==> src/rtl/rse_pkg.sv <==
package rse_pkg;
   typedef enum logic [2:0] {
      ST_IDLE    = 3'd0,
      ST_RD_REQ  = 3'd1,
      ST_RD_WAIT = 3'd2,
      ST_WR_REQ  = 3'd3,
      ST_REMAP   = 3'd4,
      ST_DONE    = 3'd5
   } rse_state_e;

   function automatic logic is_copy_phase(input rse_state_e s);
      return (s == ST_RD_REQ) || (s == ST_RD_WAIT) || (s == ST_WR_REQ);
   endfunction
endpackage

==> src/rtl/rse_err_counters.sv <==
module rse_err_counters #(
   parameter int NUM_RANKS = 4,
   parameter int RANK_W    = 2,
   parameter int CNT_W     = 4
) (
   input  logic              clk,
   input  logic              rst_n,
   input  logic              enable,
   input  logic [CNT_W-1:0]  threshold,
   input  logic              err_valid,
   input  logic [RANK_W-1:0] err_rank,
   output logic              hit
);
   localparam logic [CNT_W-1:0] CNT_MAX = '1;

   logic [NUM_RANKS-1:0] hit_vec;

   generate
      if (CNT_W < 1) begin : g_bad_cnt
         $error("rse_err_counters: CNT_W must be at least 1");
      end
      for (genvar r = 0; r < NUM_RANKS; r++) begin : g_rank
         logic             sel;
         logic [CNT_W-1:0] cnt_q;

         assign sel = err_valid && enable && (err_rank == RANK_W'(r));

         always_ff @(posedge clk) begin
            if (!rst_n)                       cnt_q <= '0;
            else if (sel && cnt_q != CNT_MAX) cnt_q <= cnt_q + 1'b1;
         end

         assign hit_vec[r] = sel && (cnt_q != CNT_MAX) &&
                             ((cnt_q + 1'b1) == threshold);

         assert_hold_when_off_R1: assert property (@(posedge clk) disable iff (!rst_n)
            !enable |=> $stable(cnt_q));
      end
   endgenerate

   assign hit = |hit_vec;
endmodule

==> src/rtl/rse_copy_fsm.sv <==
module rse_copy_fsm
   import rse_pkg::*;
#(
   parameter int RANK_W = 2,
   parameter int ADDR_W = 4,
   parameter int DATA_W = 16
) (
   input  logic              clk,
   input  logic              rst_n,
   input  logic              start,
   input  logic [RANK_W-1:0] start_rank,
   input  logic [RANK_W-1:0] spare_rank,
   input  logic              sys_wr_fail,
   input  logic [ADDR_W-1:0] sys_wr_addr,
   output logic              mem_cmd_valid,
   input  logic              mem_cmd_ready,
   output logic              mem_cmd_write,
   output logic [RANK_W-1:0] mem_cmd_rank,
   output logic [ADDR_W-1:0] mem_cmd_addr,
   output logic [DATA_W-1:0] mem_cmd_wdata,
   input  logic              mem_rd_valid,
   input  logic [DATA_W-1:0] mem_rd_data,
   output rse_state_e        state,
   output logic [RANK_W-1:0] fail_rank,
   output logic [RANK_W-1:0] spare_used
);
   localparam logic [ADDR_W-1:0] LAST_ADDR = '1;

   rse_state_e        state_q;
   logic [ADDR_W-1:0] addr_q;
   logic [DATA_W-1:0] data_q;
   logic [RANK_W-1:0] fail_q, spare_q;
   logic              skip_q;
   logic              collide;
   logic              advance;

   assign collide = sys_wr_fail && (sys_wr_addr == addr_q) && is_copy_phase(state_q);
   assign advance = (state_q == ST_WR_REQ) && (skip_q || collide || mem_cmd_ready);

   always_ff @(posedge clk) begin
      if (!rst_n) begin
         state_q <= ST_IDLE;
         addr_q  <= '0;
         data_q  <= '0;
         fail_q  <= '0;
         spare_q <= '0;
         skip_q  <= 1'b0;
      end else begin
         if (collide) skip_q <= 1'b1;
         unique case (state_q)
            ST_IDLE: if (start) begin
               fail_q  <= start_rank;
               spare_q <= spare_rank;
               addr_q  <= '0;
               skip_q  <= 1'b0;
               state_q <= ST_RD_REQ;
            end
            ST_RD_REQ:  if (mem_cmd_ready) state_q <= ST_RD_WAIT;
            ST_RD_WAIT: if (mem_rd_valid) begin
               data_q  <= mem_rd_data;
               state_q <= ST_WR_REQ;
            end
            ST_WR_REQ: if (advance) begin
               skip_q <= 1'b0;
               if (addr_q == LAST_ADDR) state_q <= ST_REMAP;
               else begin
                  addr_q  <= addr_q + 1'b1;
                  state_q <= ST_RD_REQ;
               end
            end
            ST_REMAP: state_q <= ST_DONE;
            ST_DONE:  state_q <= ST_DONE;
            default:  state_q <= ST_IDLE;
         endcase
      end
   end

   assign mem_cmd_valid = (state_q == ST_RD_REQ) ||
                          ((state_q == ST_WR_REQ) && !skip_q && !collide);
   assign mem_cmd_write = (state_q == ST_WR_REQ);
   assign mem_cmd_rank  = (state_q == ST_WR_REQ) ? spare_q : fail_q;
   assign mem_cmd_addr  = addr_q;
   assign mem_cmd_wdata = data_q;
   assign state         = state_q;
   assign fail_rank     = fail_q;
   assign spare_used    = spare_q;

   assert_read_hold_R3: assert property (@(posedge clk) disable iff (!rst_n)
      (mem_cmd_valid && !mem_cmd_write && !mem_cmd_ready) |=>
      (mem_cmd_valid && !mem_cmd_write && $stable(mem_cmd_addr)));
endmodule

==> src/rtl/rse_remap_table.sv <==
module rse_remap_table #(
   parameter int NUM_DEC   = 4,
   parameter int IDX_W     = 2,
   parameter int RANK_W    = 2,
   parameter int LIMIT_W   = 8
) (
   input  logic               clk,
   input  logic               rst_n,
   input  logic               wr_en,
   input  logic [IDX_W-1:0]   wr_idx,
   input  logic [RANK_W-1:0]  wr_rank,
   input  logic [LIMIT_W-1:0] wr_limit,
   input  logic [IDX_W-1:0]   rd_idx,
   output logic [RANK_W-1:0]  rd_rank,
   output logic [LIMIT_W-1:0] rd_limit,
   input  logic               remap,
   input  logic [RANK_W-1:0]  from_rank,
   input  logic [RANK_W-1:0]  to_rank
);
   logic [RANK_W-1:0]  rank_arr  [NUM_DEC];
   logic [LIMIT_W-1:0] limit_arr [NUM_DEC];

   generate
      if (NUM_DEC < 2) begin : g_bad_dec
         $error("rse_remap_table: NUM_DEC must be at least 2");
      end
      for (genvar e = 0; e < NUM_DEC; e++) begin : g_entry
         logic sw_hit;
         assign sw_hit = wr_en && (wr_idx == IDX_W'(e));

         always_ff @(posedge clk) begin
            if (!rst_n) begin
               rank_arr[e]  <= '0;
               limit_arr[e] <= '0;
            end else if (sw_hit) begin
               rank_arr[e]  <= wr_rank;
               limit_arr[e] <= wr_limit;
            end else if (remap && rank_arr[e] == from_rank) begin
               rank_arr[e]  <= to_rank;
            end
         end

         assert_limit_kept_R7: assert property (@(posedge clk) disable iff (!rst_n)
            (remap && !sw_hit) |=> $stable(limit_arr[e]));
      end
   endgenerate

   assign rd_rank  = rank_arr[rd_idx];
   assign rd_limit = limit_arr[rd_idx];
endmodule

==> src/rtl/rank_spare_engine.sv <==
module rank_spare_engine
   import rse_pkg::*;
#(
   parameter int NUM_RANKS = 4,
   parameter int ADDR_W    = 4,
   parameter int DATA_W    = 16,
   parameter int CNT_W     = 4,
   parameter int NUM_DEC   = 4,
   parameter int LIMIT_W   = 8,
   localparam int RANK_W    = (NUM_RANKS > 1) ? $clog2(NUM_RANKS) : 1,
   localparam int DEC_IDX_W = (NUM_DEC > 1) ? $clog2(NUM_DEC) : 1
) (
   input  logic                 clk,
   input  logic                 rst_n,
   input  logic                 cfg_enable,
   input  logic [RANK_W-1:0]    cfg_spare_rank,
   input  logic [CNT_W-1:0]     cfg_threshold,
   input  logic                 err_valid,
   input  logic [RANK_W-1:0]    err_rank,
   output logic                 mem_cmd_valid,
   input  logic                 mem_cmd_ready,
   output logic                 mem_cmd_write,
   output logic [RANK_W-1:0]    mem_cmd_rank,
   output logic [ADDR_W-1:0]    mem_cmd_addr,
   output logic [DATA_W-1:0]    mem_cmd_wdata,
   input  logic                 mem_rd_valid,
   input  logic [DATA_W-1:0]    mem_rd_data,
   input  logic                 sys_req_valid,
   input  logic                 sys_req_write,
   input  logic [RANK_W-1:0]    sys_req_rank,
   input  logic [ADDR_W-1:0]    sys_req_addr,
   output logic [RANK_W-1:0]    sys_tgt_rank,
   output logic                 sys_dup_valid,
   output logic [RANK_W-1:0]    sys_dup_rank,
   output logic                 irq,
   input  logic                 dec_wr_en,
   input  logic [DEC_IDX_W-1:0] dec_wr_idx,
   input  logic [RANK_W-1:0]    dec_wr_rank,
   input  logic [LIMIT_W-1:0]   dec_wr_limit,
   input  logic [DEC_IDX_W-1:0] dec_rd_idx,
   output logic [RANK_W-1:0]    dec_rd_rank,
   output logic [LIMIT_W-1:0]   dec_rd_limit,
   output logic                 sts_busy,
   output logic                 sts_done
);
   generate
      if (NUM_RANKS < 2) begin : g_bad_ranks
         $error("rank_spare_engine: NUM_RANKS must be at least 2");
      end
      if (ADDR_W < 1 || DATA_W < 1) begin : g_bad_widths
         $error("rank_spare_engine: ADDR_W and DATA_W must be positive");
      end
   endgenerate

   logic              thr_hit;
   logic              start;
   logic              irq_q;
   rse_state_e        state;
   logic [RANK_W-1:0] fail_rank;
   logic [RANK_W-1:0] spare_used;
   logic              req_fail;
   logic              sys_wr_fail;

   rse_err_counters #(
      .NUM_RANKS (NUM_RANKS),
      .RANK_W    (RANK_W),
      .CNT_W     (CNT_W)
   ) u_cnt (
      .clk       (clk),
      .rst_n     (rst_n),
      .enable    (cfg_enable),
      .threshold (cfg_threshold),
      .err_valid (err_valid),
      .err_rank  (err_rank),
      .hit       (thr_hit)
   );

   assign start = thr_hit && (state == ST_IDLE) && (err_rank != cfg_spare_rank);

   always_ff @(posedge clk) begin
      if (!rst_n) irq_q <= 1'b0;
      else        irq_q <= thr_hit;
   end
   assign irq = irq_q;

   assign req_fail    = sys_req_valid && (sys_req_rank == fail_rank);
   assign sys_wr_fail = req_fail && sys_req_write && sts_busy;

   rse_copy_fsm #(
      .RANK_W (RANK_W),
      .ADDR_W (ADDR_W),
      .DATA_W (DATA_W)
   ) u_fsm (
      .clk           (clk),
      .rst_n         (rst_n),
      .start         (start),
      .start_rank    (err_rank),
      .spare_rank    (cfg_spare_rank),
      .sys_wr_fail   (sys_wr_fail),
      .sys_wr_addr   (sys_req_addr),
      .mem_cmd_valid (mem_cmd_valid),
      .mem_cmd_ready (mem_cmd_ready),
      .mem_cmd_write (mem_cmd_write),
      .mem_cmd_rank  (mem_cmd_rank),
      .mem_cmd_addr  (mem_cmd_addr),
      .mem_cmd_wdata (mem_cmd_wdata),
      .mem_rd_valid  (mem_rd_valid),
      .mem_rd_data   (mem_rd_data),
      .state         (state),
      .fail_rank     (fail_rank),
      .spare_used    (spare_used)
   );

   rse_remap_table #(
      .NUM_DEC (NUM_DEC),
      .IDX_W   (DEC_IDX_W),
      .RANK_W  (RANK_W),
      .LIMIT_W (LIMIT_W)
   ) u_tbl (
      .clk       (clk),
      .rst_n     (rst_n),
      .wr_en     (dec_wr_en),
      .wr_idx    (dec_wr_idx),
      .wr_rank   (dec_wr_rank),
      .wr_limit  (dec_wr_limit),
      .rd_idx    (dec_rd_idx),
      .rd_rank   (dec_rd_rank),
      .rd_limit  (dec_rd_limit),
      .remap     (state == ST_REMAP),
      .from_rank (fail_rank),
      .to_rank   (spare_used)
   );

   assign sts_busy      = is_copy_phase(state) || (state == ST_REMAP);
   assign sts_done      = (state == ST_DONE);
   assign sys_tgt_rank  = (sts_done && sys_req_rank == fail_rank) ? spare_used : sys_req_rank;
   assign sys_dup_valid = sys_wr_fail;
   assign sys_dup_rank  = spare_used;

   assert_busy_with_irq_R2: assert property (@(posedge clk) disable iff (!rst_n)
      $rose(sts_busy) |-> irq);
   assert_dup_other_rank_R5: assert property (@(posedge clk) disable iff (!rst_n)
      sys_dup_valid |-> (sys_dup_rank != sys_tgt_rank));
   assert_collide_no_write_R6: assert property (@(posedge clk) disable iff (!rst_n)
      (sys_dup_valid && mem_cmd_write && sys_req_addr == mem_cmd_addr) |-> !mem_cmd_valid);
   assert_end_in_done_R7: assert property (@(posedge clk) disable iff (!rst_n)
      $fell(sts_busy) |-> sts_done);
   assert_done_sticky_R9: assert property (@(posedge clk) disable iff (!rst_n)
      sts_done |=> (sts_done && !sts_busy && !mem_cmd_valid));
endmodule

==> config.mk <==
export PLATFORM = sky130hd
export DESIGN_NAME = rank_spare_engine
export DESIGN_NICKNAME = d
export VERILOG_FILES = /design/src/rtl/rse_pkg.sv /design/src/rtl/rse_err_counters.sv /design/src/rtl/rse_copy_fsm.sv /design/src/rtl/rse_remap_table.sv /design/src/rtl/rank_spare_engine.sv
export SDC_FILE = /design/constraint.sdc
export NUM_CORES = 1
export LEC_CHECK = 0
export ABC_AREA = 1
export BUFFER_PORTS_ARGS = -buffer_cell sky130_fd_sc_hd__buf_2
export CORE_ASPECT_RATIO = 0.8
export CORE_MARGIN = 5
export CORE_UTILIZATION = 50
export DETAILED_ROUTE_END_ITERATION = 12
export PLACE_DENSITY = 0.74
export SLEW_MARGIN = 0
export SYNTH_ARGS = -nofsm -noshare
export SYNTH_HDL_FRONTEND = slang
export SYNTH_SLANG_ARGS = --single-unit
==> constraint.sdc <==
create_clock -name clk -period 2.9 [get_ports clk]
set_clock_uncertainty 0.1 [all_clocks]
set_input_delay 0.435 -clock clk [delete_from_list [all_inputs] [get_ports clk]]
set_output_delay 0.435 -clock clk [all_outputs]
set_load 0.005 [all_outputs]
==> impl_metrics.json <==
{
  "gr-usage-all-layers_pct": 22.00,
  "number_of_setup_violations_in_the_final_report": 0,
  "timing_worst_slew_pin_value_ps": 658.5,
  "synth.yosys.warnings": 0,
  "num-nets-final": 747,
  "crit-reg2reg-capture": "u_fsm.mem_cmd_addr[3]$_SDFFE_PN0P_",
  "worst_ep_required_ps": 2370,
  "global_route.usage.met3_pct": 6.409,
  "syn-cell-area_sq_um": 4524,
  "clock_latency_ps": 330,
  "boundaryPins": 95,
  "grt_start_max_net_pins": 25,
  "timing.slew.headroom_pct": 55.94,
  "worst_hold_path.endpoint": "u_fsm.mem_cmd_wdata[1]$_SDFFE_PN0P_",
  "clock_path_buffers": 2,
  "dr.pass1.iters": 7,
  "max_stage_delay_ps": 540,
  "grt_pass1_vias": 4116,
  "busiest_layer": "met2",
  "synthesized_nets": 657,
  "chipHeight_microns": 95.08,
  "synth_cells": 599,
  "antennaDiodeCount": 0,
  "final.setup.tns_ps": 0,
  "synthesis.area_per_instance_sq_um": 7.553,
  "final_max_slew_viol_count": 0,
  "vias": 4295,
  "p_leak_nw": 2.346,
  "syn_to_final_growth_pct": 18.64,
  "floorplan_die_area_sq_um": 11060,
  "worst_hold_startpoint": "mem_rd_data[1]",
  "finalCritPeriodShare_pct": 78.66,
  "detailedPlacementHpwl_mm": 8.675,
  "worst_ep_arrival_time_ps": 1750,
  "timing.hold.worst.class": "input pin to register",
  "hold_violations": 0,
  "cts_num_sinks": 85,
  "cts_max_level": 3,
  "postSynthRegisterBits": 85,
  "grt_setup_unrepaired": "no",
  "cap_violations": 0,
  "min_path_cells": 3,
  "worst_setup_path_end_kind": "output port",
  "core.rowCount": 31,
  "post_drt_via_cell_ratio": 5.309,
  "grt_overflow": 0,
  "die_w_microns": 116.4,
  "route.detailed.wl_per_inst_microns": 14.54,
  "crit_slowest_cell": "sky130_fd_sc_hd__nor2_1",
  "grt_antenna_before_repair": 0,
  "global_route.usage.met1_pct": 29.62,
  "setup.worst_path.class": "register to output port",
  "detail_route.drc_violations": 0,
  "cts.reportedPaths.clkPinSlew_ps": 70,
  "final_period_minus_worst_setup_slack_ps": 2281,
  "run_status": "completed",
  "rrSetupSlack_ps": 740,
  "power_per_cell_area_nw_per_um2": 613.2,
  "cts_hold_buffers": 0,
  "worstSetupStartpointType": "register",
  "final.hold.worst_slack_ps": 265.1,
  "floorplan.core_area_sq_um": 8960,
  "finalPower_mw": 3.291,
  "routabilityCongestion": 0.8747,
  "wirelength_mm": 11.76,
  "global_route.usage.met2_pct": 35.33,
  "vdd_ir_drop_max_mv": 0.3646,
  "clock.fmax_mhz": 438.4,
  "post_cts_buffers": 0,
  "rr_startpoint": "u_fsm.state[1]$_SDFFE_PN0P_",
  "initial_utilization_pct": 50.50,
  "cts_tree": "done",
  "drt_iter0_markers": 272,
  "yosysSeqAreaShare_pct": 46.46,
  "timing.critical_path.cells": "inv_1 > nor2_1 > nand2_1 > o21ai_0 > buf_2",
  "final_layout_size_suffix_gt1_share_pct": 19.74,
  "numCtsBuffers": 9,
  "wire_length_of_the_first_global_routing_pass_mm": 19.31,
  "synth.lib_cells_used.distinct": 32,
  "post_cts_resized": 0,
  "ant_nets": 0,
  "port_buffers": 94,
  "worst_r2r_path_depth": 9,
  "crit_fanout": 11,
  "cts_root_buffer": "sky130_fd_sc_hd__clkbuf_16"
}
## layout make-up
| cell class | count | area (sq um) |
|---|---|---|
| clock buffers | 10 | 232.7 |
| clock inverters | 6 | 60.06 |
| fillers | 811 | 3592 |
| inverters | 73 | 274.0 |
| multi-input cells | 423 | 2062 |
| flip-flops and latches | 85 | 2102 |
| well taps | 115 | 143.9 |
| repair buffers | 97 | 493.0 |
## worst max-delay path by stage
| stage | start | slack, ps | depth (start not counted) | endpoint |
|---|---|---|---|---|
| floorplan | u_cnt.g_rank[1].cnt_q[0]$_SDFFE_PN0P_ | 1010 | 14 | u_fsm.mem_cmd_addr[2]$_SDFFE_PN0P_ |
| global placement | dec_rd_idx[0] | 830 | 6 | dec_rd_rank[1] |
| detailed placement | dec_rd_idx[0] | 750 | 6 | dec_rd_rank[1] |
| CTS | u_fsm.state[1]$_SDFFE_PN0P_ | 630 | 5 | mem_cmd_rank[0] |
| global route | u_fsm.state[1]$_SDFFE_PN0P_ | 420 | 5 | mem_cmd_rank[1] |
| finish | u_fsm.state[1]$_SDFFE_PN0P_ | 620 | 5 | mem_cmd_rank[1] |
## cells in the mapped netlist
cell                       number  area (sq um)
sky130_fd_sc_hd__nand3b_1       1         7.510
sky130_fd_sc_hd__clkbuf_1      11         41.29
sky130_fd_sc_hd__nand2_1      123         461.7
sky130_fd_sc_hd__buf_8          1         15.01
sky130_fd_sc_hd__a21oi_1       44         220.2
sky130_fd_sc_hd__a311oi_1       1         8.760
sky130_fd_sc_hd__nor2_2         6         37.54
sky130_fd_sc_hd__xnor2_1       14         122.6
sky130_fd_sc_hd__nor4_1         1         6.260
sky130_fd_sc_hd__buf_2          6         30.03
sky130_fd_sc_hd__nand3_2        2         20.02
sky130_fd_sc_hd__nor2_4         2         22.52
sky130_fd_sc_hd__nand2_2        2         12.51
sky130_fd_sc_hd__a21o_1         1         7.510
sky130_fd_sc_hd__edfxtp_1      40          1201
sky130_fd_sc_hd__a31oi_4        1         21.27
sky130_fd_sc_hd__o21ai_0       46         230.2
sky130_fd_sc_hd__or2_2          6         37.54
sky130_fd_sc_hd__nor3_1         7         35.03
sky130_fd_sc_hd__o22ai_1       16         100.1
sky130_fd_sc_hd__nor2_1        86         322.8
sky130_fd_sc_hd__nand2_4        2         22.52
sky130_fd_sc_hd__a211oi_1       1         7.510
sky130_fd_sc_hd__ha_1           5         62.56
sky130_fd_sc_hd__nand3_1       46         230.2
sky130_fd_sc_hd__dfxtp_1       45         900.9
sky130_fd_sc_hd__inv_2          4         15.01
sky130_fd_sc_hd__and3_1         1         6.260
sky130_fd_sc_hd__o21a_1         2         15.01
sky130_fd_sc_hd__inv_1         66         247.7
sky130_fd_sc_hd__clkinv_1       3         11.26
sky130_fd_sc_hd__nand4_1        7         43.79
## power by group
group	internal [mW]	leakage [nW]	switching, mW	total, mW
clock	0.677	0.152	0.470	1.15
sequential	1.37	0.763	0.0954	1.46
combinational	0.274	1.43	0.408	0.682
total	2.32	2.35	0.973	3.29
## worst max-delay path, delay by kind of cell, from the launching register on
| family | cells | cell delay (ps) |
|---|---|---|
| AO/OA/AOI/OAI | 1 | 90 |
| buffers and inverters | 2 | 240 |
| flip-flops | 1 | 440 |
| AND/OR/NAND/NOR | 2 | 630 |
## per-stage QoR
step | instances | cell area (sq um) | utilization [%] | setup slack, ps
after floorplan | 599 | 4524 | - | 1013
after global placement | 793 | 5075 | 56.64 | 826.6
after detailed placement | 793 | 5075 | 56.64 | 750.8
after CTS | 809 | 5368 | 59.91 | 627.9
after global routing | 809 | 5368 | 59.91 | 415.1
final | 809 | 5368 | 59.91 | 618.9
## cell usage in the layout (no fill, tap or decap), types with 9 or more instances in the layout
master	count
sky130_fd_sc_hd__buf_2	94
sky130_fd_sc_hd__inv_1	67
sky130_fd_sc_hd__a21oi_1	44
sky130_fd_sc_hd__o21ai_0	46
sky130_fd_sc_hd__edfxtp_1	40
sky130_fd_sc_hd__o22ai_1	16
sky130_fd_sc_hd__nand3_1	46
sky130_fd_sc_hd__nand2_1	123
sky130_fd_sc_hd__clkbuf_16	9
sky130_fd_sc_hd__nor2_1	86
sky130_fd_sc_hd__xnor2_1	14
sky130_fd_sc_hd__dfxtp_1	45
## cells by family after synthesis
group	after synthesis	share of synthesized area (%)
AND/OR/NAND/NOR	292	27.99
buffers and inverters	91	7.964
adder cells (fa/ha/maj)	5	1.383
AO/OA/AOI/OAI	112	13.50
flip-flops	85	46.46
XOR/XNOR	14	2.710
## metal layers
layer,routed length (microns),part of all wire (%),vias to the layer above
li1,-,-,2154
met1,5259,45,1948
met2,5358,46,184
met3,1059,9.0,9
met4,84,0.71,0
met5,0,0,-
## flip-flops by register name, indices dropped and copies added (netlist names)
register / count
u_tbl.limit_arr: 32
u_cnt.g_rank.cnt_q: 16
u_fsm.mem_cmd_wdata: 16
u_tbl.rank_arr: 8
u_fsm.mem_cmd_addr: 4
u_fsm.state: 3
u_fsm.fail_rank: 2
u_fsm.spare_used: 2
irq: 1
u_fsm.skip_q: 1
Note: power is estimated with default switching activity, not from simulation.
